**src/rtl/dacreg_pkg.sv**
```systemverilog
// Shared field positions and types for the converter code register bank.
// Assumes a 32-bit bus; the bit positions are fixed by the register layout.
package dacreg_pkg;
    localparam int BUS_W     = 32;
    localparam int MODE_BIT  = 5;
    localparam int CLRN_BIT  = 4;
    localparam int RANGE_LSB = 0;
    localparam int RANGE_W   = 2;
    localparam int CODE_LSB  = 16;

    typedef enum logic [RANGE_W-1:0] {
        RNG_OFF    = 2'b00,
        RNG_EXTREF = 2'b01,
        RNG_INT25  = 2'b10,
        RNG_SUPPLY = 2'b11
    } range_e;

    typedef struct packed {
        logic   upd_on_tick;
        logic   clr_n;
        range_e range;
    } chan_ctrl_t;

    // Builds the bus image of a control word, with reserved bits at zero.
    function automatic logic [BUS_W-1:0] ctrl_image(chan_ctrl_t c);
        logic [BUS_W-1:0] r;
        r = '0;
        r[MODE_BIT] = c.upd_on_tick;
        r[CLRN_BIT] = c.clr_n;
        r[RANGE_LSB +: RANGE_W] = c.range;
        return r;
    endfunction
endpackage

```
**src/rtl/dacreg_decode.sv**
```systemverilog
// Address decoder: gives one select line per control word and per data word.
// Assumes byte addresses; only aligned words at 8*n and 8*n+4 match.
module dacreg_decode #(
    parameter int NUM_CH = 4,
    parameter int ADDR_W = 8
) (
    input  logic              clk,
    input  logic              rst_n,
    input  logic [ADDR_W-1:0] addr,
    output logic [NUM_CH-1:0] ctrl_sel,
    output logic [NUM_CH-1:0] data_sel
);
    // Compares the address against each channel's two register offsets.
    always_comb begin
        for (int i = 0; i < NUM_CH; i++) begin
            ctrl_sel[i] = (addr == ADDR_W'(8 * i));
            data_sel[i] = (addr == ADDR_W'(8 * i + 4));
        end
    end

    // At most one register is selected by any address.
    assert_single_select_R1: assert property (@(posedge clk) disable iff (!rst_n)
        $onehot0({ctrl_sel, data_sel}));
endmodule

```
**src/rtl/dacreg_channel.sv**
```systemverilog
// One converter channel: control word, data register and active code.
// Assumes at most one of ctrl_we/data_we in a cycle; tick is one clock wide.
module dacreg_channel
    import dacreg_pkg::*;
#(
    parameter int CODE_W = 12
) (
    input  logic              clk,
    input  logic              rst_n,
    input  logic              ctrl_we,
    input  logic              data_we,
    input  chan_ctrl_t        wr_ctrl,
    input  logic [CODE_W-1:0] wr_code,
    input  logic              tick,
    output chan_ctrl_t        ctrl_q,
    output logic [CODE_W-1:0] data_q,
    output logic [CODE_W-1:0] active_q
);
    logic clr_n_d;
    logic mode_d;

    // Control values that hold after this edge, so a clear acts at once.
    always_comb begin
        clr_n_d = ctrl_we ? wr_ctrl.clr_n       : ctrl_q.clr_n;
        mode_d  = ctrl_we ? wr_ctrl.upd_on_tick : ctrl_q.upd_on_tick;
    end

    // Control word storage.
    always_ff @(posedge clk) begin
        if (!rst_n)       ctrl_q <= '0;
        else if (ctrl_we) ctrl_q <= wr_ctrl;
    end

    // Data register; forced to zero while the clear bit is low.
    always_ff @(posedge clk) begin
        if (!rst_n)       data_q <= '0;
        else if (!clr_n_d) data_q <= '0;
        else if (data_we) data_q <= wr_code;
    end

    // Active code; follows the data register every clock or on a tick only.
    always_ff @(posedge clk) begin
        if (!rst_n)                 active_q <= '0;
        else if (!clr_n_d)          active_q <= '0;
        else if (!mode_d || tick)   active_q <= data_q;
    end

    // A low clear bit means both held values are zero.
    assert_clear_zeroes_R6: assert property (@(posedge clk) disable iff (!rst_n)
        !ctrl_q.clr_n |-> (data_q == '0 && active_q == '0));

    // Tick mode without a tick keeps the active code.
    assert_tick_hold_R5: assert property (@(posedge clk) disable iff (!rst_n)
        (clr_n_d && mode_d && !tick) |=> $stable(active_q));

    // Direct mode copies the data register one clock later.
    assert_direct_follow_R4: assert property (@(posedge clk) disable iff (!rst_n)
        (clr_n_d && !mode_d) |=> (active_q == $past(data_q)));
endmodule

```
**src/rtl/dacreg_top.sv**
```systemverilog
// Register bank for NUM_CH converter channels on a 32-bit bus.
// Assumes single-cycle accesses; reads are combinational and side-effect free.
module dacreg_top
    import dacreg_pkg::*;
#(
    parameter int NUM_CH = 4,
    parameter int CODE_W = 12,
    parameter int ADDR_W = 8
) (
    input  logic                     clk,
    input  logic                     rst_n,
    input  logic                     bus_wr,
    input  logic [ADDR_W-1:0]        bus_addr,
    input  logic [BUS_W-1:0]         bus_wdata,
    output logic [BUS_W-1:0]         bus_rdata,
    input  logic                     tmr_tick,
    output logic [NUM_CH*CODE_W-1:0] ch_code,
    output logic [NUM_CH*RANGE_W-1:0] ch_range,
    output logic [NUM_CH-1:0]        ch_oe
);
    localparam int CODE_MSB = CODE_LSB + CODE_W - 1;

    logic [NUM_CH-1:0] ctrl_sel;
    logic [NUM_CH-1:0] data_sel;
    chan_ctrl_t        wr_ctrl;
    logic [CODE_W-1:0] wr_code;
    chan_ctrl_t        ctrl_q   [NUM_CH];
    logic [CODE_W-1:0] data_q   [NUM_CH];
    logic [CODE_W-1:0] active_q [NUM_CH];
    logic              unused_wbits;

    assign unused_wbits = ^bus_wdata;

    // Pulls the writable fields out of the bus word.
    always_comb begin
        wr_ctrl.upd_on_tick = bus_wdata[MODE_BIT];
        wr_ctrl.clr_n       = bus_wdata[CLRN_BIT];
        wr_ctrl.range       = range_e'(bus_wdata[RANGE_LSB +: RANGE_W]);
        wr_code             = bus_wdata[CODE_MSB:CODE_LSB];
    end

    dacreg_decode #(.NUM_CH(NUM_CH), .ADDR_W(ADDR_W)) u_decode (
        .clk      (clk),
        .rst_n    (rst_n),
        .addr     (bus_addr),
        .ctrl_sel (ctrl_sel),
        .data_sel (data_sel)
    );

    for (genvar g = 0; g < NUM_CH; g++) begin : g_ch
        dacreg_channel #(.CODE_W(CODE_W)) u_ch (
            .clk      (clk),
            .rst_n    (rst_n),
            .ctrl_we  (bus_wr && ctrl_sel[g]),
            .data_we  (bus_wr && data_sel[g]),
            .wr_ctrl  (wr_ctrl),
            .wr_code  (wr_code),
            .tick     (tmr_tick),
            .ctrl_q   (ctrl_q[g]),
            .data_q   (data_q[g]),
            .active_q (active_q[g])
        );
        assign ch_code[g*CODE_W +: CODE_W]    = active_q[g];
        assign ch_range[g*RANGE_W +: RANGE_W] = ctrl_q[g].range;
        assign ch_oe[g]                       = (ctrl_q[g].range != RNG_OFF);
    end

    // Read mux: ORs in the image of the selected register, zero otherwise.
    always_comb begin
        bus_rdata = '0;
        for (int i = 0; i < NUM_CH; i++) begin
            if (ctrl_sel[i]) bus_rdata = bus_rdata | ctrl_image(ctrl_q[i]);
            if (data_sel[i]) bus_rdata[CODE_MSB:CODE_LSB] = bus_rdata[CODE_MSB:CODE_LSB] | data_q[i];
        end
    end

    // Unmapped addresses read as zero.
    assert_unmapped_zero_R8: assert property (@(posedge clk) disable iff (!rst_n)
        !(|{ctrl_sel, data_sel}) |-> (bus_rdata == '0));

    // Reserved data-word bits never read as one.
    assert_data_reserved_R2: assert property (@(posedge clk) disable iff (!rst_n)
        (|data_sel) |-> (bus_rdata[BUS_W-1:CODE_MSB+1] == '0 && bus_rdata[CODE_LSB-1:0] == '0));

    // Reserved control-word bits never read as one.
    assert_ctrl_reserved_R3: assert property (@(posedge clk) disable iff (!rst_n)
        (|ctrl_sel) |-> (bus_rdata[BUS_W-1:MODE_BIT+1] == '0 && bus_rdata[CLRN_BIT-1:RANGE_W] == '0));
endmodule

```
**config.mk**
```make
export PLATFORM = sky130hd
export DESIGN_NAME = dacreg_top
export DESIGN_NICKNAME = d
export VERILOG_FILES = /design/src/rtl/dacreg_pkg.sv /design/src/rtl/dacreg_decode.sv /design/src/rtl/dacreg_channel.sv /design/src/rtl/dacreg_top.sv
export SDC_FILE = /design/constraint.sdc
export NUM_CORES = 1
export LEC_CHECK = 0
export ABC_AREA = 1
export ABC_CLOCK_PERIOD_IN_PS = 1790
export BUFFER_PORTS_ARGS = -buffer_cell sky130_fd_sc_hd__buf_2
export CAP_MARGIN = 20
export CELL_PAD_IN_SITES_DETAIL_PLACEMENT = 0
export CELL_PAD_IN_SITES_GLOBAL_PLACEMENT = 1
export CORE_MARGIN = 2
export CORE_UTILIZATION = 38
export DETAILED_ROUTE_END_ITERATION = 10
export HOLD_SLACK_MARGIN = 0.02
export PLACE_DENSITY_LB_ADDON = 0.3
export SLEW_MARGIN = 20
export SYNTH_ARGS = -nofsm -noshare
export SYNTH_HDL_FRONTEND = slang
export SYNTH_HIERARCHICAL = 1
export SYNTH_SLANG_ARGS = --single-unit
```
**constraint.sdc**
```tcl
create_clock -name clk -period 1.79 [get_ports clk]
set_clock_uncertainty 0.05 [all_clocks]
set_input_delay 0.179 -clock clk [delete_from_list [all_inputs] [get_ports clk]]
set_output_delay 0.179 -clock clk [all_outputs]
set_load 0.02 [all_outputs]
```
==> results of run 1 <==
-- Yosys cell counts (all sizes together) --
| cell | instances |
|---|---|
| nand2 | 195 |
| nor2 | 135 |
| dfxtp | 112 |
| inv | 108 |
| a21oi | 48 |
| mux2i | 48 |
| nand3 | 48 |
| buf | 45 |
| o21ai | 8 |
| a21boi | 4 |
| clkbuf | 4 |
| or2 | 4 |
| conb | 1 |
-- flip-flops by register name, indices dropped and copies added, names as in the netlist --
name / flops
g_ch.u_ch/data_q: 48
g_ch.u_ch/active_q: 48
g_ch.u_ch/ctrl_q: 16
-- power breakdown --
group          switching (mW)  internal, mW
Combinational           0.134        0.0441
Sequential           0.000587          2.49
Clock                   0.952          1.18
-- layout by cell type, fill, tap and decap left out --
| master | count |
|---|---|
| inv_2 | 8 |
| nand2_1 | 187 |
| dfxtp_1 | 112 |
| buf_2 | 103 |
| clkbuf_8 | 2 |
| buf_4 | 19 |
| a21boi_0 | 4 |
| nor2_1 | 130 |
| nor2_4 | 5 |
| or2_2 | 4 |
| clkbuf_1 | 1 |
| buf_12 | 7 |
| conb_1 | 16 |
| mux2i_1 | 48 |
| bufinv_16 | 1 |
| a21oi_1 | 48 |
| inv_6 | 1 |
| clkinv_4 | 1 |
| clkbuf_16 | 9 |
| nand3_1 | 48 |
| o21ai_0 | 8 |
| nand2_2 | 8 |
| inv_8 | 1 |
| inv_1 | 100 |
-- worst max-delay path by stage --
stage	slack [ns]	endpoint	startpoint
floorplan	0.21	g_ch[1].u_ch/data_q[0]$_SDFFE_PN0P_	bus_addr[7]
global placement	0.06	g_ch[1].u_ch/active_q[1]$_SDFFE_PN0P_	bus_addr[7]
detailed placement	0.006	g_ch[3].u_ch/active_q[4]$_SDFFE_PN0P_	bus_addr[7]
CTS	0.18	bus_rdata[21]	bus_addr[7]
global route	0.03	bus_rdata[22]	bus_addr[7]
finish	0.18	bus_rdata[19]	bus_addr[7]
-- metrics by stage --
stage                     std cells  total power [mW]  setup slack (ns)  cell area (µm²)
final                          1051              4.80             0.184             6400
after global routing           1051              4.95            0.0338             6400
after CTS                      1051              4.84             0.185             6400
after detailed placement       1035              2.73           0.00644             6080
after global placement         1035              2.72            0.0560             6080
after floorplan                 775              2.67             0.205             5460
-- cell families (layout without fill, tap and decap cells) --
| kind of cell | count (synthesis) | count (layout) | synth area share, % |
|---|---|---|---|
| buf+inv | 157 | 253 | 14.9 |
| mux | 48 | 48 | 8.89 |
| simple gates | 382 | 382 | 28.9 |
| flops | 112 | 112 | 41.5 |
| compound gates | 60 | 60 | 5.74 |
| other cells | 1 | 16 | 0.0694 |
-- worst max-delay path, cell delays in order --
cell and delay (ns):
buf_2 0.10, nor2_1 0.14, nand2_1 0.13, nor2_1 0.19, buf_4 0.22, nand2_1 0.06
nand2_1 0.08, inv_1 0.05, nand2_1 0.06, buf_2 0.16
-- layout make-up --
cell class | instances | area, µm²
multi-input cells | 506 | 2410
well taps | 180 | 225
clock inverters | 4 | 58.8
flip-flops and latches | 112 | 2240
fillers | 1448 | 7480
inverters | 108 | 405
clock buffers | 12 | 256
repair buffers | 129 | 798
-- per-layer routing --
layer,vias up,routed length [µm],global-route usage [%]
li1,2501,-,-
met1,2128,6640,25.4
met2,106,6200,28.8
met3,22,684,3.51
met4,0,343,8.74
met5,-,0,0
==> summary.txt, run 1 <==
Cells and area
  – Number of diodes: 0
  – Area grow syn2layout: 18.4%
  – Number of nets in the layout: 910
  – Final core occ: 46.1%
  – Fraction of layout cells with a size suffix above 1: 19.4%

Yosys
  – Cells after synthesis: 760
  – #FFs+latches synth: 112
  – Ranking of synthesized cells by area: dfxtp_1 41%, nand2_1 13%, nor2_1 9.0%, mux2i_1 8.9%, inv_1 6.9%
  – Most area-hungry cell type in the Yosys netlist: dfxtp_1
  – Syn Area/Cell: 7.11 µm²
  – YS warnings: 6
  – Netlist cell types: 19
  – Cell area after synthesis: 5400 µm²
  – Sequential share of the synthesized area: 41.5%
  – Synth top area share: 41.5%

Clock network
  – CTS tree: done
  – Num CTS Buffers: 9
  – Post-CTS Resized: 0
  – CTS root buf: clkbuf_16
  – CTS Buffer Depth: 2
  – Clock Pin Slew Worst Setup and Hold Paths: 0.07 ns
  – CTS Sinks: 112
  – Setup Buffers After CTS: 0
  – CTS H-tree depth: 3
  – Post-CTS Hold Buffers: 0
  – Insertion delay of the later-clocked pin in the worst-skew pair: 0.36 ns

Detailed routing
  – Vias per Instance: 4.53
  – Final wirelength: 13900 µm
  – DRT antenna net count: 0
  – Vias: 4757
  – Drt initial violations: 360
  – DR pass1 iterations: 5
  – Residual DRC: 0
  – Wire per inst: 13.2 µm

Critical path
  – CP startpoint kind: input port
  – Nature of the critical path endpoint: primary output
  – Data required, critical path: 1.56 ns
  – RR Endpoint: g_ch[1].u_ch/active_q[8]$_SDFFE_PN0P_
  – Crit-path max FO: 12
  – FF-to-FF path depth: 5
  – Worst R2R Setup Slack: 0.62 ns
  – Crit path kind: input port to primary output
  – Critical R2R Launch: g_ch[1].u_ch/ctrl_q[3]$_SDFFE_PN0P_
  – Crit path DAT: 1.38 ns

Power
  – Worst VDD drop: 0.000410 V
  – P_leak: 2.63 nW
  – Pwr dens: 750 nW/µm²

Global routing
  – First-pass GRT wire length: 22000 µm
  – Vias in the first global route: 4386
  – Grt ovf: 0
  – Largest net degree at the start of global routing: 25
  – Gr usage total: 18.8%
  – Initial antenna violation count: 0

Timing
  – Final hold vios: 0
  – Period utilization: 89.7%
  – Setup-failing EPs final: 0
  – RSZ-0062 raised after global routing: no
  – F_max: 0.623 GHz
  – Time the worst path needs with I/O delays and setup: 1.61 ns
  – Final hold slack: 0.0832 ns
  – Total negative slack: 0 ns
  – Slew Viols, Final: 0

Worst hold path
  – Hold path depth: 3
  – Worst Hold Class: input port to flip-flop
  – Worst hold endpoint: g_ch[2].u_ch/ctrl_q[1]$_SDFFE_PN0P_
  – Hold_sp: bus_wdata[1]

Floorplanning
  – Die area: 15200 µm²
  – I/O pin count: 136
  – Core area: 13900 µm²
  – Rows: 43
  – Die W: 123 µm
  – Die Height: 123 µm
  – Initial Util: 38.9%

Placement
  – Post-DP HPWL: 10300 µm
  – IO buf count: 103
  – Routability cong.: 0.879

Status
  – Status: completed

Flow run
  – Max-cap viol count: 0
Power figures use the tool's default switching activity.
==> run 2, diff against run 1 <==
Settings changed: BUFFER_PORTS_ARGS -buffer_cell sky130_fd_sc_hd__buf_2 to -buffer_cell sky130_fd_sc_hd__buf_4.
==> run 2 against run 1 <==
  * Global-route usage increased by 0.28 points
  * Fmax increased by 1.4%
  * Critical path type unchanged
  * Hold slack got worse by 0.034 ns
  * Utilization increased by 2.0 points
==> summary.txt, run 2 (synthesis gave the netlist of run 1 again) <==
Status
  – Status: completed

Critical path
  – Worst R2R Setup Slack: 0.63 ns
  – Crit path DAT: 1.36 ns
  – Nature of the critical path endpoint: primary output
  – Crit-path max FO: 12
  – CP startpoint kind: input port
  – Crit path kind: input port to primary output
  – Data required, critical path: 1.56 ns

Floorplanning
  – I/O pin count: 136
  – Rows: 43
  – Die Height: 123 µm
  – Die W: 123 µm
  – Die area: 15200 µm²
  – Initial Util: 38.9%
  – Core area: 13900 µm²

Clock network
  – CTS H-tree depth: 3
  – CTS tree: done
  – Clock Pin Slew Worst Setup and Hold Paths: 0.07 ns
  – Insertion delay of the later-clocked pin in the worst-skew pair: 0.35 ns
  – CTS Sinks: 112
  – Post-CTS Resized: 0
  – CTS Buffer Depth: 2
  – Setup Buffers After CTS: 0
  – Num CTS Buffers: 9
  – Post-CTS Hold Buffers: 0
  – CTS root buf: clkbuf_16

Cells and area
  – Fillers: 1440
  – Leading cell type in the layout, fill and taps excluded: nand2_1
  – Area grow syn2layout: 23.6%
  – Fraction of layout cells with a size suffix above 1: 19.7%
  – Most frequent cells in the layout: 187 x nand2_1, 128 x nor2_1, 121 x buf_4
  – Final instance area: 6680 µm²
  – Area occupied by multi-input gates: 2420 µm²
  – Number of nets in the layout: 912
  – Register area: 2240 µm²
  – Biggest regs: g_ch.u_ch/active_q: 48 flops, g_ch.u_ch/data_q: 48 flops, g_ch.u_ch/ctrl_q: 16 flops
  – Final core occ: 48.1%
  – Post-route non-filler standard cell count: 1053
  – Number of diodes: 0

Timing
  – Time the worst path needs with I/O delays and setup: 1.58 ns
  – Final worst slack: 0.206 ns
  – Worst-Margin Slew: 0.657 ns
  – Slew headroom: 56.2%
  – F_max: 0.631 GHz
  – RSZ-0062 raised after global routing: no
  – Total negative slack: 0 ns
  – Slew Viols, Final: 0
  – Final hold vios: 0
  – Setup-failing EPs final: 0
  – Period utilization: 88.5%
  – Final hold slack: 0.0494 ns

Flow run
  – Max-cap viol count: 0

Power
  – Worst VDD drop: 0.000440 V
  – Final Power: 4.72 mW
  – P_leak: 2.65 nW
  – Pwr dens: 707 nW/µm²

Placement
  – IO buf count: 103
  – Routability cong.: 0.905
  – Place WS: -0.0101 ns
  – Placed Cells: 1037
  – Post-DP HPWL: 10500 µm
  – Dpl cell area: 6370 µm²

Detailed routing
  – Vias: 4738
  – DRT antenna net count: 0
  – Drt initial violations: 322
  – DR pass1 iterations: 4
  – Wire per inst: 13.3 µm
  – Final wirelength: 14000 µm
  – Vias per Instance: 4.50
  – Residual DRC: 0

Global routing
  – Grt ovf: 0
  – Largest net degree at the start of global routing: 25
  – Gr usage total: 19.0%
  – Initial antenna violation count: 0
  – First-pass GRT wire length: 22300 µm
  – Vias in the first global route: 4488

Worst hold path
  – Worst Hold Class: input port to flip-flop
run 2: cell types whose count changed in the layout (fill, tap and decap cells not counted), sizes merged:
cell,before,now
buf,129,131
clkinv,1,2
inv,110,109
run 2: critical path, cell delays in order:
cell and delay (ns):
buf_4 0.11, nor2_1 0.14, nand2_1 0.12, buf_4 0.16
nor2_2 0.12, buf_6 0.17, nand2_1 0.07, nand2_1 0.06
inv_1 0.05, nand2_1 0.06, buf_4 0.14
run 2: final cells by class:
type | count | area share, %
clock buffer | 12 | 3.69
inverter | 108 | 6.07
multi-input combinational | 506 | 36.2
clock inverter | 4 | 0.787
tap | 180 | 3.37
sequential | 112 | 33.6
timing repair buffer | 131 | 16.3
run 2: final timing paths:
path | start | to | cells after the start
hold / removal | bus_wdata[1] | g_ch[2].u_ch/ctrl_q[1]$_SDFFE_PN0P_ | 3
setup reg to reg | g_ch[1].u_ch/ctrl_q[3]$_SDFFE_PN0P_ | g_ch[1].u_ch/active_q[2]$_SDFFE_PN0P_ | 5
hold reg to reg | g_ch[2].u_ch/ctrl_q[3]$_SDFFE_PN0P_ | g_ch[2].u_ch/ctrl_q[3]$_SDFFE_PN0P_ | 2
setup / recovery | bus_addr[7] | bus_rdata[17] | 11
run 2: routing by layer:
| metal | GRT usage (%) | share of wire (%) | wire length (µm) | up-vias |
|---|---|---|---|---|
| met1 | 25.4 | 48 | 6700 | 2125 |
| met2 | 30.8 | 46 | 6450 | 94 |
| met4 | 5.18 | 1.6 | 217 | 0 |
| met5 | 0 | 0 | 0 | - |
| met3 | 4.52 | 4.3 | 598 | 12 |
| li1 | - | - | - | 2507 |
run 2: where the power goes:
part	internal, mW	switching [mW]	leakage, nW
Clock	1.13	0.908	0.147
Sequential	2.49	0.000588	0.902
Combinational	0.0617	0.133	1.60
Total	3.68	1.04	2.65
==> run 3, diff against run 2 <==
Settings changed: CORE_MARGIN 2 to not set.
==> run 3 against run 2 <==
  * First-iteration DRC count is 26% lower
  * Hold slack better by 0.0042 ns
  * Critical path depth stayed put
  * Global-route usage hardly changed
  * Sequential power hardly changed
  * Clock power is 5% lower
  * Utilization is 0.13 points lower
  * Sequential cell count stayed put
  * Register-to-register slack hardly changed
  * Largest power group unchanged
==> summary.txt, run 3 (synthesis gave the netlist of run 1 again) <==
Detailed routing
  – Vias per Instance: 4.50
  – DRT antenna net count: 0
  – Vias: 4743
  – Residual DRC: 0
  – DR pass1 iterations: 5
  – Wire per inst: 13.2 µm
  – Final wirelength: 13900 µm
  – Drt initial violations: 239

Timing
  – Final worst slack: 0.121 ns
  – Setup-failing EPs final: 0
  – Slew Viols, Final: 0
  – RSZ-0062 raised after global routing: no
  – F_max: 0.599 GHz
  – Total negative slack: 0 ns
  – Time the worst path needs with I/O delays and setup: 1.67 ns
  – Period utilization: 93.3%
  – Final hold slack: 0.0536 ns
  – Final hold vios: 0

Cells and area
  – Post-route non-filler standard cell count: 1054
  – Fraction of layout cells with a size suffix above 1: 20.0%
  – Biggest regs: g_ch.u_ch/active_q: 48 flops, g_ch.u_ch/data_q: 48 flops, g_ch.u_ch/ctrl_q: 16 flops
  – Fillers: 1422
  – Number of diodes: 0
  – Leading cell type in the layout, fill and taps excluded: nand2_1
  – Most frequent cells in the layout: 187 x nand2_1, 128 x nor2_1, 124 x buf_4
  – Number of nets in the layout: 914
  – Area grow syn2layout: 23.3%

Worst hold path
  – Worst Hold Class: input port to flip-flop
  – Hold path depth: 3

Clock network
  – Post-CTS Hold Buffers: 0
  – Post-CTS Resized: 0
  – Clock Pin Slew Worst Setup and Hold Paths: 0.07 ns
  – CTS tree: done
  – CTS H-tree depth: 3
  – CTS root buf: clkbuf_16
  – Insertion delay of the later-clocked pin in the worst-skew pair: 0.36 ns
  – CTS Sinks: 112
  – CTS Buffer Depth: 2
  – Num CTS Buffers: 9
  – Setup Buffers After CTS: 0

Critical path
  – Critical R2R Launch: g_ch[1].u_ch/ctrl_q[3]$_SDFFE_PN0P_
  – Worst-path cell chain: buf_4, nor2_1, nand2_1, buf_4, nor2_1, buf_4, nand2_1, nand2_1, inv_1, nand2_1, buf_4
  – CP max-delay cell: buf_4
  – Crit path max-delay family: buffers and inverters
  – Crit. path cell count: 11
  – Crit path DAT: 1.44 ns
  – FF-to-FF path depth: 5
  – Crit path kind: input port to primary output
  – Data required, critical path: 1.56 ns
  – Worst R2R Setup Slack: 0.62 ns
  – CP startpoint kind: input port
  – Crit. Startpoint: bus_addr[7]
  – CP endpoint: bus_rdata[23]
  – Nature of the critical path endpoint: primary output
  – Crit-path max FO: 12
  – WP buf/inv: 5
  – RR Endpoint: g_ch[1].u_ch/active_q[6]$_SDFFE_PN0P_
  – Max incr delay on CP: 0.22 ns

Global routing
  – Vias in the first global route: 4292
  – Grt ovf: 0
  – Initial antenna violation count: 0
  – Gr usage total: 19.1%
  – First-pass GRT wire length: 21500 µm
  – Largest net degree at the start of global routing: 25

Placement
  – Place WS: 0.0481 ns
  – Placed Cells: 1038
  – Routability cong.: 0.858
  – IO buf count: 103
  – Post-DP HPWL: 10200 µm

Status
  – Status: completed

Floorplanning
  – Die Height: 121 µm
  – Rows: 43
  – Core area: 13900 µm²
  – I/O pin count: 136
  – Initial Util: 38.9%
  – Die W: 121 µm
  – Die area: 14700 µm²

Power
  – Reg power frac: 53.9%
  – Clock network fraction of design power: 41.8%
  – Pwr dens: 693 nW/µm²
  – Worst VDD drop: 0.000413 V
  – P_leak: 2.64 nW
  – Combinational power share: 4.3%
  – Internal: 3.54 mW
  – Net switching power: 1.07 mW
  – Switching part of the total: 23.2%

Flow run
  – Max-cap viol count: 0
[run 3: cell count changes in the layout (fill, tap and decap cells not counted), sizes merged]
cell	before	now
inv	109	110
clkbuf	12	10
clkinvlp	0	1
buf	131	133
bufinv	1	0
[run 3: worst min-delay path by stage]
stage / startpoint / to
2_1_floorplan: bus_wdata[0] / g_ch[0].u_ch/ctrl_q[0]$_SDFFE_PN0P_
3_3_place_gp: bus_wdata[0] / g_ch[2].u_ch/ctrl_q[0]$_SDFFE_PN0P_
3_5_place_dp: bus_wdata[0] / g_ch[0].u_ch/ctrl_q[0]$_SDFFE_PN0P_
4_1_cts: bus_wdata[1] / g_ch[0].u_ch/ctrl_q[1]$_SDFFE_PN0P_
5_1_grt: bus_wdata[0] / g_ch[1].u_ch/ctrl_q[0]$_SDFFE_PN0P_
6_report: bus_wdata[1] / g_ch[0].u_ch/ctrl_q[1]$_SDFFE_PN0P_
[run 3: cell type report]
class	count	area [µm²]	area share [%]
clock inverters	5	41.3	0.620
inverters	108	405	6.08
flip-flops and latches	112	2240	33.7
well taps	180	225	3.38
clock buffers	10	239	3.59
repair buffers	133	1090	16.3
multi-input cells	506	2420	36.4
[run 3: per-layer routing]
metal  GRT usage (%)  vias up  routed length, µm
met4            7.72        0                172
met1            26.1     2127               6860
met2            29.6       94               6370
li1                -     2512                  -
met5               0        -                  0
met3            3.05       10                514
[run 3: metrics by stage]
stage	cell area, µm²	power, mW	util [%]
after floorplan	5460	2.67	-
after global placement	6360	2.74	45.8
after detailed placement	6360	2.74	45.8
after CTS	6640	4.66	47.9
after global routing	6660	4.78	48.0
final	6660	4.62	48.0
[run 3: worst register-to-register path: stages, from the launching register on]
cell	delay (ns)
dfxtp_1	0.35
nand2_2	0.07
nand2_2	0.32
nand3_1	0.15
nand2_1	0.09
nor2_1	0.04
[run 3: power groups by stage]
stage          Combinational, mW  Sequential, mW  Clock [mW]
6_report                   0.197            2.49        1.93
5_1_grt                    0.212            2.49        2.08
4_1_cts                    0.195            2.49        1.98
3_5_place_dp               0.194            2.55           0
3_3_place_gp               0.192            2.55           0
2_1_floorplan              0.118            2.55           0
